`src/rtl/cache2w_pkg.sv`:
```
package cache2w_pkg;
    localparam int WAYS = 2;

    typedef enum logic {
        ST_IDLE = 1'b0,
        ST_FILL = 1'b1
    } fill_st_e;
endpackage

```
`src/rtl/c2w_tag_lookup.sv`:
```
module c2w_tag_lookup #(
    parameter int WAYS  = 2,
    parameter int TAG_W = 8
) (
    input  logic [WAYS-1:0]            way_vld,
    input  logic [WAYS-1:0][TAG_W-1:0] way_tag,
    input  logic [TAG_W-1:0]           tag_in,
    output logic [WAYS-1:0]            way_hit,
    output logic                       hit,
    output logic                       hit_way
);
    // one comparator per way, all evaluated at once
    for (genvar g = 0; g < WAYS; g++) begin : g_cmp
        assign way_hit[g] = way_vld[g] && (way_tag[g] == tag_in);
    end

    assign hit = |way_hit;

    always_comb begin
        hit_way = 1'b0;
        for (int i = WAYS - 1; i >= 0; i--) begin
            if (way_hit[i]) hit_way = 1'(i);
        end
    end
endmodule

```
`src/rtl/c2w_victim_sel.sv`:
```
module c2w_victim_sel (
    input  logic [1:0] way_vld,
    input  logic       lru_way,
    output logic       victim
);
    always_comb begin
        if (!way_vld[0])      victim = 1'b0;
        else if (!way_vld[1]) victim = 1'b1;
        else                  victim = lru_way;
    end
endmodule

```
`src/rtl/cache2w_top.sv`:
```
module cache2w_top
    import cache2w_pkg::*;
#(
    parameter int ADDR_W = 12,
    parameter int DATA_W = 32,
    parameter int IDX_W  = 1,
    parameter int WSEL_W = 1,
    parameter int OFF_W  = 2,
    parameter int CNT_W  = 16
) (
    input  logic              clk,
    input  logic              rst_n,
    input  logic              req_valid,
    input  logic [ADDR_W-1:0] req_addr,
    output logic              req_ready,
    output logic              resp_valid,
    output logic              resp_hit,
    output logic [DATA_W-1:0] resp_data,
    output logic              mem_req,
    output logic [ADDR_W-1:0] mem_addr,
    input  logic              mem_rvalid,
    input  logic [DATA_W-1:0] mem_rdata,
    output logic [CNT_W-1:0]  hit_count,
    output logic [CNT_W-1:0]  miss_count
);
    localparam int SETS   = 1 << IDX_W;
    localparam int WORDS  = 1 << WSEL_W;
    localparam int TAG_W  = ADDR_W - IDX_W - WSEL_W - OFF_W;
    localparam int WADR_W = ADDR_W - OFF_W;
    localparam int LOW_W  = OFF_W + WSEL_W;

    typedef struct packed {
        fill_st_e                                       st;
        logic [WAYS-1:0][SETS-1:0]                      vld;
        logic [WAYS-1:0][SETS-1:0][TAG_W-1:0]           tag;
        logic [WAYS-1:0][SETS-1:0][WORDS-1:0][DATA_W-1:0] dat;
        logic [SETS-1:0]                                lru;
        logic [WADR_W-1:0]                              waddr;
        logic                                           victim;
        logic [WSEL_W-1:0]                              beat;
        logic                                           rsp_v;
        logic                                           rsp_hit;
        logic [DATA_W-1:0]                              rsp_dat;
        logic [CNT_W-1:0]                               hits;
        logic [CNT_W-1:0]                               misses;
    } state_t;

    state_t r_d, r_q;

    // request address fields
    logic [TAG_W-1:0]  tag_in;
    logic [IDX_W-1:0]  idx_in;
    logic [WSEL_W-1:0] wsel_in;
    logic              unused_offset;

    assign tag_in        = req_addr[ADDR_W-1 -: TAG_W];
    assign idx_in        = req_addr[LOW_W +: IDX_W];
    assign wsel_in       = req_addr[OFF_W +: WSEL_W];
    assign unused_offset = ^req_addr[OFF_W-1:0];

    // pending fill fields
    logic [TAG_W-1:0]  p_tag;
    logic [IDX_W-1:0]  p_idx;
    logic [WSEL_W-1:0] p_wsel;

    assign p_tag  = r_q.waddr[WADR_W-1 -: TAG_W];
    assign p_idx  = r_q.waddr[WSEL_W +: IDX_W];
    assign p_wsel = r_q.waddr[WSEL_W-1:0];

    // per-way view of the addressed set
    logic [WAYS-1:0]            set_vld;
    logic [WAYS-1:0][TAG_W-1:0] set_tag;

    for (genvar w = 0; w < WAYS; w++) begin : g_set
        assign set_vld[w] = r_q.vld[w][idx_in];
        assign set_tag[w] = r_q.tag[w][idx_in];
    end

    logic [WAYS-1:0] way_hit;
    logic            hit;
    logic            hit_way;
    logic            victim;

    c2w_tag_lookup #(
        .WAYS  (WAYS),
        .TAG_W (TAG_W)
    ) u_lookup (
        .way_vld (set_vld),
        .way_tag (set_tag),
        .tag_in  (tag_in),
        .way_hit (way_hit),
        .hit     (hit),
        .hit_way (hit_way)
    );

    c2w_victim_sel u_victim (
        .way_vld (set_vld),
        .lru_way (r_q.lru[idx_in]),
        .victim  (victim)
    );

    always_comb begin
        r_d       = r_q;
        r_d.rsp_v = 1'b0;

        unique case (r_q.st)
            ST_IDLE: begin
                if (req_valid) begin
                    if (hit) begin
                        r_d.rsp_v       = 1'b1;
                        r_d.rsp_hit     = 1'b1;
                        r_d.rsp_dat     = r_q.dat[hit_way][idx_in][wsel_in];
                        r_d.lru[idx_in] = ~hit_way;
                        r_d.hits        = r_q.hits + 1'b1;
                    end else begin
                        r_d.st     = ST_FILL;
                        r_d.waddr  = req_addr[ADDR_W-1:OFF_W];
                        r_d.victim = victim;
                        r_d.beat   = '0;
                    end
                end
            end
            ST_FILL: begin
                if (mem_rvalid) begin
                    r_d.dat[r_q.victim][p_idx][r_q.beat] = mem_rdata;
                    if (r_q.beat == p_wsel) r_d.rsp_dat = mem_rdata;
                    r_d.beat = r_q.beat + 1'b1;
                    if (r_q.beat == WSEL_W'(WORDS - 1)) begin
                        r_d.vld[r_q.victim][p_idx] = 1'b1;
                        r_d.tag[r_q.victim][p_idx] = p_tag;
                        r_d.lru[p_idx]             = ~r_q.victim;
                        r_d.rsp_v                  = 1'b1;
                        r_d.rsp_hit                = 1'b0;
                        r_d.misses                 = r_q.misses + 1'b1;
                        r_d.st                     = ST_IDLE;
                    end
                end
            end
            default: r_d.st = ST_IDLE;
        endcase
    end

    always_ff @(posedge clk) begin
        if (!rst_n) r_q <= '0;
        else        r_q <= r_d;
    end

    assign req_ready  = (r_q.st == ST_IDLE);
    assign mem_req    = (r_q.st == ST_FILL);
    assign mem_addr   = {r_q.waddr[WADR_W-1:WSEL_W], LOW_W'(0)};
    assign resp_valid = r_q.rsp_v;
    assign resp_hit   = r_q.rsp_hit;
    assign resp_data  = r_q.rsp_dat;
    assign hit_count  = r_q.hits;
    assign miss_count = r_q.misses;
endmodule

```
`config.mk`:
```
export PLATFORM = sky130hd
export DESIGN_NAME = cache2w_top
export DESIGN_NICKNAME = d
export VERILOG_FILES = /design/src/rtl/cache2w_pkg.sv /design/src/rtl/c2w_tag_lookup.sv /design/src/rtl/c2w_victim_sel.sv /design/src/rtl/cache2w_top.sv
export SDC_FILE = /design/constraint.sdc
export NUM_CORES = 1
export LEC_CHECK = 0
export ABC_AREA = 0
export BUFFER_PORTS_ARGS = -buffer_cell sky130_fd_sc_hd__clkbuf_2
export CELL_PAD_IN_SITES_DETAIL_PLACEMENT = 1
export CELL_PAD_IN_SITES_GLOBAL_PLACEMENT = 2
export CORE_UTILIZATION = 39
export CTS_CLUSTER_SIZE = 28
export DETAILED_ROUTE_END_ITERATION = 16
export MAX_ROUTING_LAYER = met4
export PLACE_DENSITY = 0.91
export SLEW_MARGIN = 5
export SYNTH_ARGS = -nofsm -noshare
export SYNTH_HDL_FRONTEND = slang
export SYNTH_SLANG_ARGS = --single-unit
```
`constraint.sdc`:
```
create_clock -name clk -period 3.63 [get_ports clk]
set_input_delay 0.363 -clock clk [delete_from_list [all_inputs] [get_ports clk]]
set_output_delay 0.363 -clock clk [all_outputs]
set_load 0.05 [all_outputs]
```
* Word-level counts from Yosys, hierarchy flattened *
Index checks and enable logic that the tools add are counted.

word-level totals
  output and inout port bits = 80
  input port bits = 48
  logic and storage cells = 120
  register bits = 373

operators by class
  add/sub/neg operators = 3
  reduce and logical (&&, ||, !) cells = 14
  equal/unequal tests = 9
  order comparisons = 10
  bitwise operators = 5
  muxes and demuxes = 55

operator list
  operator               number
  $mux 128               3
  $mux 295               1
  $bwmux 256             1
  $mux 64                4
  $demux 128 s1          1
  $mux 32                4
  $pmux 35 s2            1
  $demux 64 s1           1
  $mux 50                1
  $mux 8                 5
  $mux 37                1
  $mux 35                1
  $add 16x1->16 const B  2
  $bwmux 32              1
  $demux 32 s1           1
  $demux 16 s1           1
  $eq 8x8->1             2
  $mux 16                1
  $mux 1                 14
  $lt 1x2->1 const B     6
  $mux 12                1
  $reduce_and 3->1       4
  $demux 8 s1            1
  $mux 2                 4
  16 further kinds       34

* Logic depth before layout (Yosys ltp) *
  depth in word-level cells = 15
  mapped depth = 11

* Cells and area by module *
Synthesis repeated with hierarchy kept, for this count alone.

unflattened totals
  cell total of the unflattened synthesis = 2,094
  area total of the unflattened synthesis = 16,468.3 µm²

modules (own cells, without submodules)
  module          instances  sequential area each (µm²)  cells an instance  area each (µm²)
  cache2w_top     1          7,467.2                     2,066              16,259.3
  c2w_tag_lookup  1          0.0                         26                 197.7
  c2w_victim_sel  1          0.0                         2                  11.3

* Worst setup path before layout *
OpenSTA, ideal clock, no wires.

  kind = input port to flip-flop
  start point = input port req_addr[3]
  end point = register r_q, in the netlist resp_data[30]
  slack = 1,241 ps
  buffers on the path = 4
  data required time = 3,513 ps
  arrival = 2,271 ps
  stages on the path = 11
  cells stage by stage = buf_6 > buf_6 > mux2i_1 > xor2_1 > nand4_1 > o211ai_2 > buf_4 > buf_4 > mux2i_1 > a22oi_1 > a32o_1

between the ends
  word-level cells in the longest chain between the ends = 15

RTL lines
  item                                          line                  RTL
  from (decl)                                   cache2w_top.sv:14     input logic [ADDR_W-1:0] req_addr,
  $mux 8 (not written as such) (2 in series)    cache2w_top.sv:76     assign set_tag[w] = r_q.tag[w][idx_in];
  $eq 8x8->1                                    c2w_tag_lookup.sv:14  assign way_hit[g] = way_vld[g] && (way_tag[g] == tag_in);
  $logic_and 1x1->1                             c2w_tag_lookup.sv:14
  $mux 1 (2 in series)                          c2w_tag_lookup.sv:22  if (way_hit[i]) hit_way = 1'(i);
  $mux 128 (not written as such) (2 in series)  cache2w_top.sv:112    r_d.rsp_dat = r_q.dat[hit_way][idx_in][wsel_in];
  $mux 64 (not written as such) (2 in series)   cache2w_top.sv:112
  $mux 32 (not written as such) (2 in series)   cache2w_top.sv:112
  $mux 50                                       cache2w_top.sv:109    if (hit) begin
  $mux 64                                       cache2w_top.sv:108    if (req_valid) begin
  $pmux 35 s2                                   cache2w_top.sv:106    unique case (r_q.st)
  to (signal assigned)                          cache2w_top.sv:145    else r_q <= r_d;
  to (decl)                                     cache2w_top.sv:48     state_t r_d, r_q;

Several ways; a longest one is shown, not always the timed one. The select of a mux whose other input is x is not followed.
A chain may end at the register's enable or synchronous reset.

* Worst setup path in the final report *
  start point = input port req_addr[3]
  end point = register r_q, in the netlist resp_data[12]

The elaborated chain is that of the path after synthesis.

==> metrics <==
I/O pins=128; setup TNS=0 ns; CTS clock-pin slew for the worst setup and hold paths=0.06 ns; required time of the critical path=4.08 ns; first-pass GRT wire length=85.26 mm; hold buffer count at CTS=0; Slew Viols, Final=0; fmax=372.1 MHz; DRC viols=0; clk_skew=approximately 0.017 ns; Most Frequent Cell on Critical Path=buf_12; internal cell power=approximately 0.0066 W; core box area=42230 um2; CTS resizes=0; Setup WS pre-CTS=slightly below 0.4 ns; Yosys reg bits=roughly 370; initial antenna violation count=1; Most used DFF post-synth=dfxtp_1; Clock power frac=0.467; R2R setup slack=roughly 0.97 ns; hold path start=req_addr[8]; final net count=2114; width of the die=209.4 um; Worst Hold Class=primary input to flop; Slew headroom=0.3636; post-synth design cell area=between 15000 and 20000 um2; syn avg cell area=7.914 um2; number of synthesized flops with an enable pin=0; outcome=complete, no violations; Post-Syn Instances=2120; Synthesis Warnings=0; Area after DPL=around 17000 um2; WL final=54.81 mm; top cell type's share of synthesized area=0.4451; cells on worst reg2reg path=6; Starting Density=0.3973; fin crit share=0.7403; Critical Path, Cell by Cell=clkbuf_2 -> buf_4 -> nand2_1 -> o32ai_1 -> nand4_1 -> o211ai_4 -> buf_12 -> buf_12 -> mux2i_1 -> a22oi_1 -> a32o_1; most frequent cells in the layout=nand2_1 (636), dfxtp_1 (372), a21oi_1 (339); worst r2r src=mem_req; vias per cell=5.630; Port Buf Inserts=122; RSZ-0062 raised after global routing=no; Synth cell types=45; actual slew at the worst max-slew pin=0.9546 ns; vias in the first global route=14975; total net switching power=0.002156 W; Switching Fraction=0.2455; Worst VDD drop=~0.33 mV; Num CTS Buffers=43; FF-to-FF End=r_q[307]; slowest stage delay, CP=~0.44 ns; sequential share of power=0.474; share of cells above drive strength 1=0.1203; post-route ant nets=0; # setup viols final=0; CP Launch Type=primary input; Pwr Density=approximately 470 nW/um2; GR Layer Usage met3=0.03681; Max H-tree Level=2; CP Data Arrival Time=3.13 ns; async set-reset flop share out of synthesis=0; CTS tree=yes; Die Span Y=approximately 210 um; Clock Latency Late Sink=0.57 ns; total number of vias=around 15000; Total Routing Usage GR=0.2560; grt total ovfl=0; final instance area=18530 um2; TritonRoute pass-1 iters=5; M2 GR Usage=0.4191; M1 GR Usage=0.3235; portion of total power attributed to combinational logic=0.059; clk buf depth=3; post-synth top area cell=dfxtp_1; post-route setup slack=0.9426 ns; CP max stage cell=clkbuf_2; sequential share of the synthesized area=0.4451; Min-Delay Endpoint=mem_addr[8]; DIE AREA=43850 um2; Worst Hold Depth=3; hpwl dp=~32 mm; largest net degree at the start of global routing=146; std cell rows=75; P&R area growth vs syn=10.45%; CTS Root Cell=clkbuf_16; delay-heaviest family, CP=buffers and inverters; GPL Wtd Cong=0.7612; Max-Cap Viols=0; Tmin final=approximately 2.7 ns; commonest non-fill, non-tap cell in the layout=nand2_1; Crit. End Element=flop; Final Hold Violating Endpoints=0; Crit Path Max Fanout=31; P_leak=between 7 and 8 nW; GRT busiest layer=met2; critical path type=primary input to flop; Routed WL per cell=20.80 um; CP Buf/Inv Count=4; post-CTS setup buffer count=0; top cells by area in the synthesized netlist=dfxtp_1 (45%), nand2_1 (14%), a21oi_1 (10%); Starting DRT DRC Count=approximately 1100; Num Clock Sinks=373
==> power by group through the flow <==
stage	clock network, W	logic [W]	registers (W)
finish	0.00410	0.000516	0.00417
floorplan	0	0.000352	0.00424
global placement	0	0.000499	0.00425
detailed placement	0	0.000509	0.00426
global route	0.00434	0.000552	0.00417
CTS	0.00418	0.000512	0.00417
==> worst reg2reg max path: cells and delay by family (launching register included) <==
kind | cells | cell delay [ns]
simple gates | 3 | 1.28
compound gates | 1 | 0.08
flops | 1 | 0.35
buf+inv | 2 | 0.80
==> synthesized netlist by cell type, types with 2 or more instances <==
cell	count
o211a_1	2
o211ai_1	5
clkbuf_1	171
buf_2	8
buf_6	2
buf_1	2
xor2_1	28
nor2_1	40
or3_1	7
mux2i_1	154
buf_4	89
and2_1	4
nand2b_1	4
o2111ai_1	2
nand3_1	12
nor3_1	5
o21ai_0	7
inv_1	42
and4_1	2
nor4_1	2
and3_1	7
dfxtp_1	373
o32ai_1	2
or4_1	5
o31ai_1	38
xnor2_1	7
nand4_1	39
a22oi_1	33
ha_1	2
a32o_1	33
o21a_1	2
nand2_1	638
a21oi_1	339
nor2b_1	3
==> worst max-delay path by stage <==
stage / startpoint / to / slack [ns] / cells after the start
after floorplan: req_addr[3] / resp_data[30] / 1.24 / 11
after global placement: req_addr[3] / resp_data[14] / 0.42 / 11
after detailed placement: req_addr[3] / resp_data[25] / 0.38 / 11
after CTS: req_addr[3] / resp_data[12] / 0.98 / 11
after global routing: req_addr[3] / resp_data[9] / 0.79 / 11
final: req_addr[3] / resp_data[12] / 0.94 / 11
==> layout make-up <==
| class | count | area (um2) |
|---|---|---|
| fill | 5103 | 23700 |
| multi-input combinational | 1435 | 7853 |
| sequential | 373 | 7468 |
| clock buffer | 68 | 1260 |
| timing repair buffer | 169 | 1064 |
| tap | 539 | 674.4 |
| inverter | 42 | 165.2 |
| clock inverter | 8 | 43.79 |
| antenna | 1 | 2.502 |
==> logic make-up after synthesis <==
logic type | Yosys count | share of synthesized area
other | 1 | 0.0002235
and+or+nand+nor | 772 | 0.1869
DFF | 373 | 0.4451
AOI/OAI and AO/OA | 469 | 0.1645
muxes | 154 | 0.09188
adders and majority gates | 2 | 0.001491
buffers and inverters | 314 | 0.09166
xor gates and xnor gates | 35 | 0.01827
==> sequential cells by signal, summed over array words and instances (netlist names) <==
signal,count
r_q,296
resp_data,32
hit_count,16
miss_count,16
mem_addr,9
mem_req,1
p_wsel,1
resp_hit,1
resp_valid,1
==> per-layer routing <==
metal,part of all wire,vias to the layer above
met1,0.44,7413
met2,0.48,368
met3,0.050,116
met5,0,-
li1,-,6938
met4,0.026,0
==> through the flow <==
stage,power [W],std cells,utilization,hold slack (ns)
finish,0.008784,2635,0.4388,0.1130
global route,0.009061,2635,0.4388,0.1258
CTS,0.008857,2634,0.4388,0.09606
detailed placement,0.004767,2558,0.4079,0.4461
global placement,0.004753,2558,0.4079,0.4410
floorplan,0.004597,2122,-,0.4357
Note: power is estimated with default switching activity, not from simulation.
